$ cat config.mk
export PLATFORM = sky130hd
export DESIGN_NAME = spi_cmd_decoder
export DESIGN_NICKNAME = d
export VERILOG_FILES = /design/src/rtl/spi_cmd_decoder.sv
export SDC_FILE = /design/constraint.sdc
export NUM_CORES = 1
export LEC_CHECK = 0
export BUFFER_PORTS_ARGS = -buffer_cell sky130_fd_sc_hd__buf_2
export CAP_MARGIN = 15
export CORE_UTILIZATION = 50
export DETAILED_ROUTE_END_ITERATION = 7
export PLACE_DENSITY = 0.66
export SYNTH_ARGS = -nofsm -noshare
export SYNTH_HDL_FRONTEND = slang
export SYNTH_SLANG_ARGS = --single-unit
$ cat constraint.sdc
create_clock -name clk -period 3.8 [get_ports clk]
set_input_delay 0.76 -clock clk [delete_from_list [all_inputs] [get_ports clk]]
set_output_delay 0.76 -clock clk [all_outputs]
set_load 0.005 [all_outputs]
$ cat src/rtl/spi_cmd_decoder.sv
module spi_cmd_decoder #(
  parameter int SYNC_STAGES = 2,
  parameter logic [7:0] REG_INIT = 8'h00
) (
  input  logic       clk,
  input  logic       rst_n,
  input  logic       sclk,
  input  logic       cs1_n,
  input  logic       cs2_n,
  input  logic       mosi,
  input  logic [7:0] conv_data,
  output logic       miso,
  output logic       pulse_reset,
  output logic       pulse_start,
  output logic       pulse_stop,
  output logic       pulse_read,
  output logic       pulse_ofs_cal,
  output logic       pulse_gain_cal,
  output logic       crc_error
);
  localparam int AW   = 5;
  localparam int NREG = 1 << AW;
  localparam int FW   = 32;
  localparam int CW   = $clog2(FW);

  function automatic logic [7:0] crc8(input logic [15:0] d);
    logic [7:0] c;
    c = 8'hFF;
    for (int i = 15; i >= 0; i--) begin
      if (c[7] ^ d[i]) c = {c[6:0], 1'b0} ^ 8'h07;
      else             c = {c[6:0], 1'b0};
    end
    return c;
  endfunction

  logic [SYNC_STAGES:0]   sclk_p;
  logic [SYNC_STAGES-1:0] cs1_p, cs2_p, mosi_p;

  always_ff @(posedge clk or negedge rst_n) begin
    if (!rst_n) begin
      sclk_p <= '0;
      cs1_p  <= '1;
      cs2_p  <= '1;
      mosi_p <= '0;
    end else begin
      sclk_p <= {sclk_p[SYNC_STAGES-1:0], sclk};
      cs1_p  <= {cs1_p[SYNC_STAGES-2:0], cs1_n};
      cs2_p  <= {cs2_p[SYNC_STAGES-2:0], cs2_n};
      mosi_p <= {mosi_p[SYNC_STAGES-2:0], mosi};
    end
  end

  wire sclk_s = sclk_p[SYNC_STAGES-1];
  wire rise   = sclk_s & ~sclk_p[SYNC_STAGES];
  wire fall   = ~sclk_s & sclk_p[SYNC_STAGES];
  wire mosi_s = mosi_p[SYNC_STAGES-1];
  wire sel_a  = ~cs1_p[SYNC_STAGES-1] & cs2_p[SYNC_STAGES-1];
  wire sel_b  = cs1_p[SYNC_STAGES-1] & ~cs2_p[SYNC_STAGES-1];
  wire sel    = sel_a | sel_b;

  logic [CW-1:0]             bit_cnt;
  logic                      bank_q;
  logic [FW-2:0]             rx;
  logic [FW-1:0]             tx_sr;
  logic [1:0]                lock;
  logic [NREG-1:0][7:0]      regs;

  wire abort     = ~sel | ((bit_cnt != '0) & (sel_b != bank_q));
  wire frame_end = ~abort & rise & (bit_cnt == CW'(FW - 1));

  wire [FW-1:0]   frame    = {rx, mosi_s};
  wire [7:0]      op       = frame[31:24];
  wire [7:0]      arg      = frame[23:16];
  wire            frame_ok = (frame[15:8] == crc8(frame[31:16])) && (frame[7:0] == 8'h00);
  wire [AW-1:0]   addr     = op[AW-1:0];
  wire            bank_hit = (addr[AW-1] == sel_b);
  wire            is_rd    = (op[7:5] == 3'b001);
  wire            is_wr    = (op[7:5] == 3'b010);

  assign miso = sel & tx_sr[FW-1];

  always_ff @(posedge clk or negedge rst_n) begin
    if (!rst_n) begin
      bit_cnt        <= '0;
      bank_q         <= 1'b0;
      rx             <= '0;
      tx_sr          <= '0;
      lock           <= '0;
      regs           <= {NREG{REG_INIT}};
      crc_error      <= 1'b0;
      pulse_reset    <= 1'b0;
      pulse_start    <= 1'b0;
      pulse_stop     <= 1'b0;
      pulse_read     <= 1'b0;
      pulse_ofs_cal  <= 1'b0;
      pulse_gain_cal <= 1'b0;
    end else begin
      pulse_reset    <= 1'b0;
      pulse_start    <= 1'b0;
      pulse_stop     <= 1'b0;
      pulse_read     <= 1'b0;
      pulse_ofs_cal  <= 1'b0;
      pulse_gain_cal <= 1'b0;
      if (abort) begin
        if (bit_cnt != '0) tx_sr <= '0;
        bit_cnt <= '0;
      end else if (rise) begin
        if (bit_cnt == '0) bank_q <= sel_b;
        rx      <= {rx[FW-3:0], mosi_s};
        bit_cnt <= bit_cnt + 1'b1;
      end else if (fall && bit_cnt != '0) begin
        tx_sr <= {tx_sr[FW-2:0], 1'b0};
      end

      if (frame_end) begin
        tx_sr <= '0;
        if (!frame_ok) begin
          crc_error <= 1'b1;
        end else if (is_rd) begin
          if (bank_hit) tx_sr <= {regs[addr], 24'h0};
        end else if (is_wr) begin
          if (bank_hit && !lock[sel_b]) regs[addr] <= arg;
        end else begin
          case (op)
            8'hF2: lock[sel_b] <= 1'b1;
            8'hF5: lock[sel_b] <= 1'b0;
            8'h06: if (sel_a) begin
              regs        <= {NREG{REG_INIT}};
              lock        <= '0;
              crc_error   <= 1'b0;
              pulse_reset <= 1'b1;
            end
            8'h08: if (sel_a) pulse_start <= 1'b1;
            8'h0A: if (sel_a) pulse_stop <= 1'b1;
            8'h12: if (sel_a) begin
              pulse_read <= 1'b1;
              tx_sr      <= {conv_data, 24'h0};
            end
            8'h16: if (sel_a) pulse_ofs_cal <= 1'b1;
            8'h17: if (sel_a) pulse_gain_cal <= 1'b1;
            default: ;
          endcase
        end
      end
    end
  end
endmodule


==> qor.txt <==
GLOBAL ROUTING
------------------------------------------------------------------------------------------------------
Met1 track demand over resource                                                                 42.14%
Pin count of the biggest net entering global routing                                                90
Vias in the first global route                                                                   12240
Overall fraction of global-route tracks in use                                                  30.88%
Met2 routing resource usage after global routing                                                45.31%
Global route total overflow                                                                          0
Initial antenna violation count                                                                      1
Met3 layer usage reported by global route                                                       7.779%
Global-route wire length before repair                                                        73330 um
Global route hottest layer                                                                        met2

WORST SETUP PATH
------------------------------------------------------------------------------------------------------
Critical-path cell list                                                                   inv_1, ha_1, xnor3_2, xnor3_1, or3_1, a22oi_4, buf_4, nand2_2, nor3b_2, buf_4, a22o_1
Standard cell with the maximum stage delay on the critical path                                nor3b_2
Largest stage delay on the critical path                                                       0.47 ns
CP endpoint kind                                                                                  flop
Worst setup path class                                                                    flop to flop
Worst reg-to-reg path cell count                                                                    11
Number of gates on the worst path with buffers counted                                              11
Critical path buffers and inverters                                                                  3
Highest net fanout along the worst path                                                             15
CP required                                                                                    4.25 ns
Critical Path AT                                                                               3.99 ns
Worst setup path startpoint                                                                     rx[28]
Kind of cell adding the most delay to the critical path                                   simple AND/OR/NAND/NOR gates
Crit Reg-Reg Startpoint                                                                         rx[28]
Critical path launch point type                                                                   flop
Critical Path Most Common Cell                                                                   buf_4

PWR
------------------------------------------------------------------------------------------------------
Combinational group share of total power                                                          4.7%
Fraction of power consumed by sequential logic                                                   47.1%
Power Internal                                                                                5.798 mW
Power per cell area                                                                       421.9 nW/um^2
P_leak                                                                                        7.442 nW
VDD IR max                                                                                    303.6 uV
Power spent charging and discharging nets                                                     1.640 mW
Proportion of power drawn by the clock network                                                   48.2%
Switching share of power                                                                        22.05%

YOSYS
------------------------------------------------------------------------------------------------------
Number of flops mapped to enable cells by yosys                                                      0
Cell types with the largest area share after synthesis                                    dfrtp_1 51%, o21ai_0 11%, mux4_2 5.2%, nand2_1 4.3%, a22o_1 3.2%
Post-synth cell types                                                                               68
Synth Register Bits                                                                                319
Yosys top cell by area                                                                         dfrtp_1
Syn Area/Cell                                                                              10.75 sq um
Synth top area share                                                                            50.72%
Yosys warns                                                                                          0
Synthesized netlist net count                                                                     1478
Cell count after synthesis                                                                        1445
Fraction of the yosys area taken by sequential cells                                            51.40%
Primary FF master, synth                                                                       dfrtp_1
Cell Area, Synth                                                                           15540 sq um
Async S/R FF share, synth                                                                       100.0%

FINAL LAYOUT
------------------------------------------------------------------------------------------------------
Number of filler instances in the final layout                                                    2605
Total non-filler cell area in the finished layout                                          17630 sq um
Layout net count                                                                                  1519
Area growth from synthesis to final layout                                                      13.44%
Final standard cell utilization of the core                                                     57.63%
Leading cell type in the layout, fill and taps excluded                                        o21ai_0
Area used by multi-input combinational logic                                                7114 sq um
Register Area                                                                               7993 sq um
Ant. Diodes                                                                                          0
Top library cells by usage in the layout, fill and taps aside                             330 x o21ai_0, 313 x dfrtp_1, 179 x nand2_1
Fraction of layout cells with a size suffix above 1                                             17.71%

FLOORPLAN
------------------------------------------------------------------------------------------------------
Initial cell density of the core                                                                50.80%
Die Span X                                                                                    178.3 um
Placeable Area                                                                             30590 sq um
Die boundary height                                                                           178.3 um
Area enclosed by the die boundary                                                          31790 sq um
Number of top-level pins                                                                            22
Row count                                                                                           64

CLOCK NETWORK
------------------------------------------------------------------------------------------------------
Number of clock sinks                                                                              319
Number of hold buffers added after CTS                                                               0
Clock tree from TritonCTS                                                                        built
Post-CTS setup buffer count                                                                          0
Buffer type at the clock tree root                                                           clkbuf_16
Clock H-tree levels                                                                                  2
Clock transition at the register clock pins on the worst setup and hold paths after CTS        0.06 ns
Clock tree buffer depth                                                                              3
Number of gates resized after cts                                                                    0
Clock latency reported for the late side of the worst-skew pair                                0.52 ns
TritonCTS buffer count                                                                              36

TIMING
------------------------------------------------------------------------------------------------------
Final worst path period need                                                                  3.542 ns
Achievable frequency                                                                         282.3 MHz
Final Skew                                                                                  0.02411 ns
Fin worst setup slack                                                                        0.2578 ns
Final worst path period share                                                                   93.21%
Number of hold-slack violations in the final timing report                                           0
Max-slew headroom at the worst pin                                                              41.87%
Transition time of the tightest slew-check pin                                               0.8719 ns
Sum of negative setup slack                                                                       0 ns
Final Max Slew Viols                                                                                 0
Unrepaired setup endpoints after global routing                                                  false
Setup violations, final                                                                              0

RUN STATUS
------------------------------------------------------------------------------------------------------
Run status                                                                                complete, no violations

DETAILED ROUTING
------------------------------------------------------------------------------------------------------
Initial drt markers                                                                               1423
Via count                                                                                        12460
DRT antenna net count                                                                                0
Vias/cell                                                                                        6.546
DR DRC count                                                                                         0
Mean routed wirelength per cell                                                               24.80 um
Wire length reported by the detailed router                                                   47220 um
First-pass iteration count of the detailed router                                                    6

PLACE
------------------------------------------------------------------------------------------------------
Placed standard-cell area                                                                  16410 sq um
Port buffer count                                                                                   21
Final HPWL DP                                                                                 31220 um
Routability Congestion                                                                          0.9813
Pre-CTS setup slack                                                                          0.2660 ns

FLOW RUN
------------------------------------------------------------------------------------------------------
Number of maximum-capacitance constraint violations                                                  0

WORST HOLD PATH
------------------------------------------------------------------------------------------------------
Class of the worst hold path                                                              input pin to async pin

[power groups by stage]
stage / sequential, mW / clock [mW] / combinational [mW]
2_1_floorplan: 3.55 / 0 / 0.185
3_3_place_gp: 3.56 / 0 / 0.342
3_5_place_dp: 3.56 / 0 / 0.352
4_1_cts: 3.50 / 3.63 / 0.353
5_1_grt: 3.51 / 3.78 / 0.385
6_report: 3.50 / 3.58 / 0.352
[metrics by stage]
step	instances	hold slack, ns	power (mW)
2_1_floorplan	1445	0.3312	3.734
3_3_place_gp	1844	0.3330	3.901
3_5_place_dp	1844	0.3355	3.915
4_1_cts	1904	0.3030	7.481
5_1_grt	1904	0.3365	7.675
6_report	1904	0.2782	7.438
[cells by family (layout without fill, tap and decap cells)]
family / Yosys count / in the layout / synth area share (%)
AO/OA/AOI/OAI: 487 / 487 / 18.23
XOR/XNOR: 30 / 30 / 2.641
adder cells (fa/ha/maj): 19 / 19 / 1.530
buffers and inverters: 107 / 170 / 2.979
flip-flops: 319 / 319 / 51.40
multiplexers: 119 / 119 / 10.87
AND/OR/NAND/NOR: 364 / 364 / 12.35
[state kept, by name (all words and copies together), names as in the netlist]
signal,cells
bank_q,1
cs1_p,2
regs,256
pulse_start,1
pulse_ofs_cal,1
pulse_reset,1
pulse_read,1
pulse_gain_cal,1
bit_cnt,5
mosi_p,2
sclk_p,3
rx,31
cs2_p,2
pulse_stop,1
tx_sr,8
crc_error,1
lock,2
[layout make-up]
type,count,share of cell area [%]
Multi-Input combinational cell,1019,40.36
Timing Repair Buffer,96,4.273
Sequential cell,319,45.34
Inverter,14,0.2981
Clock buffer,51,6.061
Tap cell,396,2.811
Clock inverter,9,0.8588
[per-layer routing]
layer	part of all wire (%)	routed length, um	vias to the layer above
met5	0	0	-
met4	5.7	2678	0
met3	10	4701	150
met2	44	20760	648
met1	40	19080	6242
li1	-	-	5423
[synthesized netlist by cell type, types with 3 or more instances]
master / instances
nor2_1: 31
o21ai_1: 16
nand4_1: 38
dfstp_2: 4
xnor3_1: 8
a211oi_1: 7
nand2b_1: 4
nor3b_2: 8
mux4_2: 36
nor4_1: 16
nand4_2: 3
buf_1: 10
a311oi_1: 7
nor3_1: 9
nand3_1: 17
nand4_4: 4
clkbuf_1: 59
and3_1: 16
a22o_1: 56
a21oi_1: 34
xnor2_1: 9
a22oi_1: 7
ha_1: 19
nand2_1: 179
nand4b_1: 5
xor2_1: 10
a221oi_1: 16
o21ai_0: 330
nand3_2: 5
mux2_2: 38
buf_6: 3
nor4b_1: 4
nor2b_1: 9
buf_2: 19
inv_1: 13
mux2i_1: 45
dfrtp_1: 315
[worst reg2reg max path: cells and delay by family, from the launching register on]
kind,cells,cell delay [ns]
buf+inv,3,0.63
fa+ha+maj,1,0.24
compound gates,2,0.33
simple gates,3,1.12
xor+xnor,2,0.78
flops,1,0.38
[path summary, 6_finish.rpt]
path | to | slack, ns
worst max register to register | regs[47] | 0.26
worst min register to register | mosi_p[1] | 0.35
min in group clk | mosi_p[1] | 0.35
worst max-delay path | regs[47] | 0.26
max in group asynchronous | rx[24] | 2.59
worst min-delay path | regs[116] | 0.28
No activity file was read; power rests on OpenSTA's default activity.
